**src/rtl/bin_reducer_pkg.sv**
```systemverilog
package bin_reducer_pkg;
  typedef enum logic [1:0] {
    ENG_IDLE = 2'd0,
    ENG_DIV  = 2'd1,
    ENG_PEAK = 2'd2
  } eng_state_e;
endpackage

```
**src/rtl/bin_accum.sv**
```systemverilog
module bin_accum #(
  parameter int DATA_W = 8,
  parameter int CNT_W  = 8,
  parameter int SUM_W  = 16
) (
  input  logic              clk_i,
  input  logic              rst_ni,
  input  logic              smp_vld_i,
  input  logic [DATA_W-1:0] smp_i,
  input  logic              clr_i,
  output logic [DATA_W-1:0] pk_o,
  output logic [SUM_W-1:0]  sum_o,
  output logic [CNT_W-1:0]  cnt_o
);
  logic [DATA_W-1:0] first_pk;
  logic [SUM_W-1:0]  first_sum;
  logic [CNT_W-1:0]  first_cnt;

  // value a fresh bin starts with when a sample coincides with the clear
  assign first_pk  = smp_vld_i ? smp_i : '0;
  assign first_sum = smp_vld_i ? SUM_W'(smp_i) : '0;
  assign first_cnt = smp_vld_i ? CNT_W'(1) : '0;

  always_ff @(posedge clk_i or negedge rst_ni) begin
    if (!rst_ni) begin
      pk_o  <= '0;
      sum_o <= '0;
      cnt_o <= '0;
    end else if (clr_i) begin
      pk_o  <= first_pk;
      sum_o <= first_sum;
      cnt_o <= first_cnt;
    end else if (smp_vld_i) begin
      if (smp_i > pk_o) pk_o <= smp_i;
      sum_o <= sum_o + SUM_W'(smp_i);
      cnt_o <= cnt_o + CNT_W'(1);
    end
  end
endmodule

```
**src/rtl/restoring_div.sv**
```systemverilog
module restoring_div #(
  parameter int DEN_W = 8,
  parameter int Q_W   = 8,
  parameter int NUM_W = DEN_W + Q_W
) (
  input  logic             clk_i,
  input  logic             rst_ni,
  input  logic             start_i,
  input  logic [NUM_W-1:0] num_i,
  input  logic [DEN_W-1:0] den_i,
  output logic             done_o,
  output logic [Q_W-1:0]   q_o
);
  localparam int STEP_W = $clog2(Q_W + 1);

  logic [DEN_W:0]    rem_q;
  logic [Q_W-1:0]    lo_q;
  logic [DEN_W-1:0]  den_q;
  logic [STEP_W-1:0] step_q;
  logic [DEN_W:0]    trial;
  logic [DEN_W:0]    diff;
  logic              fits;

  assign trial = {rem_q[DEN_W-1:0], lo_q[Q_W-1]};
  assign fits  = trial >= {1'b0, den_q};
  assign diff  = trial - {1'b0, den_q};
  assign q_o   = lo_q;

  // quotient fits Q_W bits because the numerator is below den * 2^Q_W
  always_ff @(posedge clk_i or negedge rst_ni) begin
    if (!rst_ni) begin
      rem_q  <= '0;
      lo_q   <= '0;
      den_q  <= '0;
      step_q <= '0;
      done_o <= 1'b0;
    end else if (start_i) begin
      rem_q  <= {1'b0, num_i[NUM_W-1 -: DEN_W]};
      lo_q   <= num_i[Q_W-1:0];
      den_q  <= den_i;
      step_q <= STEP_W'(Q_W);
      done_o <= 1'b0;
    end else if (step_q != '0) begin
      rem_q  <= fits ? diff : trial;
      lo_q   <= {lo_q[Q_W-2:0], fits};
      step_q <= step_q - STEP_W'(1);
      done_o <= (step_q == STEP_W'(1));
    end else begin
      done_o <= 1'b0;
    end
  end
endmodule

```
**src/rtl/bin_reducer.sv**
```systemverilog
module bin_reducer
  import bin_reducer_pkg::*;
#(
  parameter int DATA_W  = 8,
  parameter int MAX_SMP = 217
) (
  input  logic              clk_i,
  input  logic              rst_ni,
  input  logic              smp_vld_i,
  input  logic [DATA_W-1:0] smp_i,
  input  logic              bin_end_i,
  input  logic              peak_sel_i,
  output logic [DATA_W-1:0] y_o,
  output logic              y_vld_o
);
  localparam int CNT_W = $clog2(MAX_SMP + 1);
  localparam int SUM_W = DATA_W + CNT_W;

  logic [DATA_W-1:0] acc_pk;
  logic [SUM_W-1:0]  acc_sum;
  logic [CNT_W-1:0]  acc_cnt;

  logic              pend_vld;
  logic              pend_avg;
  logic [DATA_W-1:0] pend_pk;
  logic [SUM_W-1:0]  pend_sum;
  logic [CNT_W-1:0]  pend_cnt;

  eng_state_e        eng_state;
  logic              eng_avg;
  logic [DATA_W-1:0] eng_pk;
  logic [SUM_W-1:0]  eng_num;
  logic [CNT_W-1:0]  eng_den;
  logic              load;
  logic              div_done;
  logic [DATA_W-1:0] div_q;

  bin_accum #(
    .DATA_W(DATA_W),
    .CNT_W (CNT_W),
    .SUM_W (SUM_W)
  ) u_accum (
    .clk_i    (clk_i),
    .rst_ni   (rst_ni),
    .smp_vld_i(smp_vld_i),
    .smp_i    (smp_i),
    .clr_i    (bin_end_i),
    .pk_o     (acc_pk),
    .sum_o    (acc_sum),
    .cnt_o    (acc_cnt)
  );

  assign load = (eng_state == ENG_IDLE) && pend_vld;

  // one-entry slot for a closed bin waiting on the engine
  always_ff @(posedge clk_i or negedge rst_ni) begin
    if (!rst_ni) begin
      pend_vld <= 1'b0;
      pend_avg <= 1'b0;
      pend_pk  <= '0;
      pend_sum <= '0;
      pend_cnt <= '0;
    end else if (bin_end_i) begin
      pend_vld <= 1'b1;
      pend_avg <= !peak_sel_i;
      pend_pk  <= acc_pk;
      pend_sum <= acc_sum;
      pend_cnt <= acc_cnt;
    end else if (load) begin
      pend_vld <= 1'b0;
    end
  end

  restoring_div #(
    .DEN_W(CNT_W),
    .Q_W  (DATA_W),
    .NUM_W(SUM_W)
  ) u_div (
    .clk_i  (clk_i),
    .rst_ni (rst_ni),
    .start_i(load && pend_avg),
    .num_i  (pend_sum),
    .den_i  (pend_cnt),
    .done_o (div_done),
    .q_o    (div_q)
  );

  always_ff @(posedge clk_i or negedge rst_ni) begin
    if (!rst_ni) begin
      eng_state <= ENG_IDLE;
      eng_avg   <= 1'b0;
      eng_pk    <= '0;
      eng_num   <= '0;
      eng_den   <= '0;
      y_o       <= '0;
      y_vld_o   <= 1'b0;
    end else begin
      y_vld_o <= 1'b0;
      unique case (eng_state)
        ENG_IDLE: begin
          if (load) begin
            eng_avg   <= pend_avg;
            eng_pk    <= pend_pk;
            eng_num   <= pend_sum;
            eng_den   <= pend_cnt;
            eng_state <= pend_avg ? ENG_DIV : ENG_PEAK;
          end
        end
        ENG_PEAK: begin
          y_o       <= eng_pk;
          y_vld_o   <= 1'b1;
          eng_state <= ENG_IDLE;
        end
        ENG_DIV: begin
          if (div_done) begin
            y_o       <= div_q;
            y_vld_o   <= 1'b1;
            eng_state <= ENG_IDLE;
          end
        end
        default: eng_state <= ENG_IDLE;
      endcase
    end
  end
endmodule

```
**config.mk**
```make
export PLATFORM = sky130hd
export DESIGN_NAME = bin_reducer
export DESIGN_NICKNAME = d
export VERILOG_FILES = /design/src/rtl/bin_reducer_pkg.sv /design/src/rtl/bin_accum.sv /design/src/rtl/restoring_div.sv /design/src/rtl/bin_reducer.sv
export SDC_FILE = /design/constraint.sdc
export NUM_CORES = 1
export LEC_CHECK = 0
export BUFFER_PORTS_ARGS = -buffer_cell sky130_fd_sc_hd__buf_2
export CAP_MARGIN = 20
export CELL_PAD_IN_SITES_DETAIL_PLACEMENT = 0
export CELL_PAD_IN_SITES_GLOBAL_PLACEMENT = 1
export CORE_MARGIN = 4
export CORE_UTILIZATION = 45
export CTS_BUF_LIST = sky130_fd_sc_hd__clkbuf_16
export DETAILED_ROUTE_END_ITERATION = 12
export HOLD_SLACK_MARGIN = 0.03
export PLACE_DENSITY = 0.86
export SLEW_MARGIN = 20
export SYNTH_ARGS = -nofsm -noshare
export SYNTH_HDL_FRONTEND = slang
export SYNTH_SLANG_ARGS = --single-unit
```
**constraint.sdc**
```tcl
create_clock -name clk_i -period 2 [get_ports clk_i]
set_input_delay 0.2 -clock clk_i [delete_from_list [all_inputs] [get_ports clk_i]]
set_output_delay 0.2 -clock clk_i [all_outputs]
set_load 0.05 [all_outputs]
```
== After elaboration in Yosys (flattened, before gate mapping) ==
Cells that the tools add are included.
Word-level totals
  register bits: 114
  bits in latches: 0
  bits in writable memories: 0
  memory bits (read-only): 0
  input port bits: 13
  output and inout port bits: 9
  logic and storage cells: 71
  memories kept: 0
Cells by class
  $add $sub $neg: 4
  multiply operators: 0
  divide/modulo/power cells: 0
  magnitude comparators: 2
  equal/unequal tests: 5
  shifts and indexed selects: 0
  multiplexer cells: 29
  bitwise logic cells: 0
  reductions and logical operators: 14
Operator list (number)
  $mux W8: 13
  $mux W16: 2
  $add A16 B8 Y16: 1
  $pmux W8 S2: 1
  $reduce_bool A2 Y1: 5
  $ge A9 B8 Y1: 1
  $add A8 B1 Y8 const B: 1
  $gt A8 B8 Y1: 1
  $mux W4: 2
  $reduce_and A2 Y1: 4
  $sub A8 B8 Y8: 1
  $mux W1: 6
  $mux W2: 3
  $eq A4 B1 Y1 const B: 1
  $pmux W2 S2: 1
  $reduce_bool A4 Y1: 1
  $sub A4 B1 Y4 const B: 1
  $eq A2 B1 Y1 const B: 1
  $eq A2 B2 Y1 const B: 1
  $logic_and A1 B1 Y1: 2
  $logic_not A2 Y1: 1
  $ne A2 B1 Y1 const B: 1
  $ne A2 B2 Y1 const B: 1
  $pmux W1 S2: 1
  $logic_not A1 Y1: 1

== Longest topological paths before layout ==
  word-level depth: 4
  depth in mapped cells: 9
  depth with buffers taken out: 9

== By module ==
From an unflattened synthesis, not the netlist that was laid out.
Unflattened totals
  cell total of the unflattened synthesis: 552
  area, all modules: 5987.0 um2
Modules (own cells, without submodules)
  bin_reducer: instances 1, cells each 152, area each 2208.4 um2, seq. area each 1326.3 um2
  bin_accum: instances 1, cells each 213, area each 2034.5 um2, seq. area each 800.8 um2
  restoring_div: instances 1, cells each 187, area each 1744.2 um2, seq. area each 725.7 um2

== Least setup slack after synthesis ==
Ideal clock, no wire load.
  kind: reg-to-reg
  start: reg u_accum.sum_o[0]
  end: reg u_accum.sum_o[6]
  library setup time: 127 ps
  arrival: 1904 ps
  data required time: 1873 ps
  path slack: -31 ps
  cell stages (with the launch flop): 9
  path buffers: 0
  clock period less this slack: 2031 ps
  cell sequence: dfrtp_1 > ha_1 > fa_1 > a211o_1 > o211ai_1 > a21oi_1 > xor2_1 > a211oi_1 > a21oi_1
Between the ends
  cells in the longest elaborated chain, start to end: 3
Ends and longest elaborated chain
  start: declaration: RTL line bin_accum.sv:12  | output logic [SUM_W-1:0] sum_o,
  start signal: assignment: RTL line bin_accum.sv:31  | sum_o <= first_sum;
  start signal: assignment: RTL line bin_accum.sv:35  | sum_o <= sum_o + SUM_W'(smp_i);
  $add A16 B8 Y16: RTL line bin_accum.sv:35
  $mux W16: RTL line bin_accum.sv:33  | end else if (smp_vld_i) begin
  $mux W16: RTL line bin_accum.sv:29  | end else if (clr_i) begin
Every way passes these cells. The select of a mux whose other input is x is not followed.
A chain may end at the register's enable or synchronous reset.

== Final worst setup path ==
  start: reg u_div.den_q[0]
  end: reg u_div.rem_q[0]
Between the ends
  cells in the longest elaborated chain, start to end: 4
  elaborated cells on any way between the ends: 5
  classes of those cells: add/sub (1); order compare (1); mux (3)
Ends and longest elaborated chain
  start: declaration: RTL line restoring_div.sv:18  | logic [DEN_W-1:0] den_q;
  start signal: assignment: RTL line restoring_div.sv:40  | den_q <= den_i;
  $sub A8 B8 Y8 / $ge A9 B8 Y1 (equally long branches): RTL line restoring_div.sv:26, restoring_div.sv:25
  $mux W8 *: RTL line restoring_div.sv:44  | rem_q <= fits ? diff : trial;
  $mux W8 *: RTL line restoring_div.sv:43  | end else if (step_q != '0) begin
  $mux W8 *: RTL line restoring_div.sv:37  | end else if (start_i) begin
  end signal: assignment: RTL line restoring_div.sv:38  | rem_q <= {1'b0, num_i[NUM_W-1 -: DEN_W]};
  end signal: assignment: RTL line restoring_div.sv:44
  end: declaration: RTL line restoring_div.sv:16  | logic [DEN_W:0] rem_q;
Every way passes the cells marked *; elsewhere a longest branch is shown, timed or not. The select of a mux whose other input is x is not followed.

==> flow_metrics.tcl <==
set metrics [dict create \
    grt_util_met3_pct 3.85 \
    maxSlewViolCount 0 \
    cp_max_fo 4 \
    path_clk_slew_ns 0.05 \
    use_met2_pct 27.2 \
    required_ns 2.33 \
    rows 41 \
    clockBufferDepth 2 \
    area_growth_pct 24.7 \
    worstHoldPathCells 3 \
    cts_tree "built" \
    grt_usage_pct 17.8 \
    ys_seq_area_share_pct 49.1 \
    period_needed_ns 2.03 \
    hpwl_um 8130 \
    worstSetupStartpointType "flop" \
    num_vias 4218 \
    insertion_delay_ns 0.41 \
    fin_ws_ns -0.0314 \
    place.port_buffers 21 \
    drtAntennaViolNets 0 \
    yosys_warnings 0 \
    tightest_slew_ns 0.602 \
    rr_worst_depth 8 \
    synth_edf_count 0 \
    ys_ff_latch 114 \
    htree_levels 4 \
    dieHeight_um 122 \
    async_reset_ff_share_pct 100 \
    setup_violations 5 \
    crit_type "reg -> reg" \
    rsz0062_at_grt "yes" \
    syn_area_sq_um 5810 \
    clock.fmax_ghz 0.492 \
    overflow 0 \
    syn_area_per_cell_sq_um 10.9 \
    drc 0 \
    synth_top_flop_cell "dfrtp_1" \
    core-area_sq_um 12600 \
    wl_per_cell_um 16.3 \
    ir_drop_uv 596 \
    gr-max-usage-layer "met2" \
    pwr_density_cell_nw_per_um2 1470 \
    grt_pass1_wl_um 20800 \
    n_fill_cell 1059 \
    maxCapViolations 0 \
    grt_pass1_vias 4161 \
    drive_above_1_share_pct 28.1 \
    diodes 0 \
    die-area_sq_um 14800 \
    cp.arrival_ns 2.36 \
    hold_viol 0 \
    finalWeightedCongestion 0.818 \
    hold_class "in -> reg" \
    fin_crit_sh_pct 102 \
    ios 22 \
    wl_um 12500 \
    initial_utilization_pct 46.0 \
    clock_sinks 114 \
    hold-worst-slack_ns 0.0990 \
    p_leak_uw 0.00326 \
    vias_per_cell 5.50 \
    skew_ns 0.00864 \
    numCtsBuffers 17 \
    cts-root-buf "clkbuf_16" \
    end_kind "flop" \
    drtPass1Iterations 5 \
    p_total_uw 10600 \
    outcome "finished, violations left" \
    violations "setup timing" \
    synth_cell_types 58 \
    drtIter0Drc 191 \
    final_nets 628 \
    antenna_found_initial 0 \
    synth_nets 576 \
    relSlewSlack_pct 59.8 \
    die_x_um 122 \
    synth_cells 531 \
    finalSetupTns_ns -0.0737 \
    met1_usage_pct 24.7 \
    grt_max_degree 115 \
]
[cell families (layout without fill, tap and decap cells)]
kind of cell / after synthesis / count (layout) / share of synthesized area [%]
XOR/XNOR: 23 / 23 / 3.47
adder cells (fa/ha/maj): 32 / 32 / 7.15
AO/OA/AOI/OAI: 124 / 124 / 14.6
buffers and inverters: 46 / 110 / 3.08
multiplexers: 61 / 61 / 11.5
AND/OR/NAND/NOR: 131 / 131 / 11.0
flip-flops: 114 / 114 / 49.1
[final timing paths]
check                                                     to                       start  slack (ns)
worst max-delay path              u_div.rem_q[0]$_DFFE_PN0P_  u_div.den_q[0]$_DFFE_PN0P_       -0.03
worst min-delay path            u_accum.sum_o[5]$_DFFE_PN0P_                    smp_i[5]         0.1
worst max register to register    u_div.rem_q[0]$_DFFE_PN0P_  u_div.den_q[0]$_DFFE_PN0P_       -0.03
worst min register to register    u_div.den_q[0]$_DFFE_PN0P_     pend_cnt[0]$_DFFE_PN0P_        0.48
max in group asynchronous       u_accum.sum_o[1]$_DFFE_PN0P_                      rst_ni        1.11
min in group asynchronous         u_div.den_q[5]$_DFFE_PN0P_                      rst_ni        0.40
[area by class of cell]
type	count	area (sq um)	share of cell area, %
multi-input cells	371	3010	41.6
flip-flops and latches	114	2850	39.4
repair buffers	55	450	6.22
clock buffers	17	425	5.87
well taps	172	215	2.97
clock inverters	14	195	2.69
inverters	24	90.1	1.24
[state kept, by name, summed over array words and instances, names as in the netlist]
register	flops
y_o	8
pend_pk	8
u_accum.pk_o	8
u_div.den_q	8
u_div.done_o	1
u_div.q_o	8
u_div.rem_q	8
u_accum.sum_o	16
y_vld_o	1
u_div.step_q	4
eng_pk	8
eng_state	2
pend_sum	16
pend_vld	1
u_accum.cnt_o	8
pend_cnt	8
pend_avg	1
[worst max-delay path, cell delays in order (launching register included)]
cell and delay, ns:
dfrtp_1 0.41, ha_4 0.28, and2b_1 0.18, o21ai_2 0.17
a31oi_4 0.12, o21ai_4 0.23, buf_12 0.15, mux2_4 0.30
a21oi_2 0.13
[through the flow]
step	instance area (sq um)	setup WS, ns	utilization [%]	std cells
6_report	7240	-0.0314	57.4	767
5_1_grt	7240	-0.125	57.4	767
4_1_cts	6940	-0.00690	55.0	759
3_5_place_dp	6250	-0.0648	49.5	724
3_3_place_gp	6250	-0.00938	49.5	724
2_1_floorplan	5810	0.0279	-	531
[Yosys cell counts (all sizes together), types with 2 or more instances]
| cell | number | share of area [%] |
|---|---|---|
| nor2b | 18 | 2.1 |
| o211ai | 3 | 0.47 |
| a211oi | 14 | 2.0 |
| a211o | 3 | 0.45 |
| a22oi | 2 | 0.26 |
| xor2 | 19 | 2.9 |
| o21ai | 23 | 2.2 |
| o2bb2ai | 9 | 1.4 |
| mux2i | 19 | 3.3 |
| nand3 | 8 | 0.69 |
| inv | 24 | 1.6 |
| fa | 2 | 0.69 |
| mux2 | 42 | 8.3 |
| xnor2 | 4 | 0.60 |
| o21a | 2 | 0.26 |
| nor2 | 29 | 1.9 |
| and3 | 4 | 0.43 |
| ha | 30 | 6.5 |
| nand4 | 7 | 0.75 |
| clkbuf | 13 | 0.84 |
| nand2b | 4 | 0.43 |
| dfrtp | 114 | 49 |
| a21oi | 35 | 3.2 |
| a21o | 5 | 0.65 |
| or3 | 3 | 0.41 |
| nand2 | 48 | 3.1 |
| or2 | 3 | 0.32 |
| o22ai | 7 | 0.75 |
| a31oi | 11 | 1.4 |
| buf | 9 | 0.69 |
| o31ai | 2 | 0.26 |
[layout by cell type (no fill, tap or decap), types with 5 or more instances in the layout]
master / synthesis / routed
a211oi_1: 12 / 12
a21o_1: 5 / 5
a21oi_1: 34 / 29
a21oi_2: 0 / 5
a31oi_1: 10 / 8
buf_12: 0 / 6
buf_2: 5 / 20
buf_4: 0 / 25
bufinv_16: 0 / 5
clkbuf_16: 0 / 17
dfrtp_1: 114 / 113
ha_1: 30 / 22
ha_4: 0 / 8
inv_1: 24 / 22
mux2_2: 40 / 40
mux2i_1: 19 / 16
nand2_1: 48 / 48
nand3_1: 8 / 8
nand4_1: 7 / 7
nor2_1: 29 / 29
nor2b_1: 17 / 16
o21ai_0: 16 / 16
o22ai_1: 7 / 7
o2bb2ai_2: 0 / 5
xor2_1: 19 / 18
[where the power goes]
part / internal [uW] / switching [uW] / leakage [uW]
Combinational: 1920 / 2190 / 0.00150
Clock: 2170 / 999 / 0.000302
Sequential: 2870 / 487 / 0.00145
Total: 6960 / 3680 / 0.00326
[layer usage]
metal  vias to the layer above  share of wire (%)
met5                         -                  0
met4                         0                2.5
li1                       2013                  -
met2                        91                 48
met3                        31                3.3
met1                      2083                 46
[what timing repair did]
item,CTS,global route
pin swaps,5,21
hold buffers,2,0
setup endpoints to repair,8,25
endpoints found under the hold margin,115,0
gates resized for setup,4,39
setup buffers,2,8
Note: power is estimated with default switching activity, not from simulation.
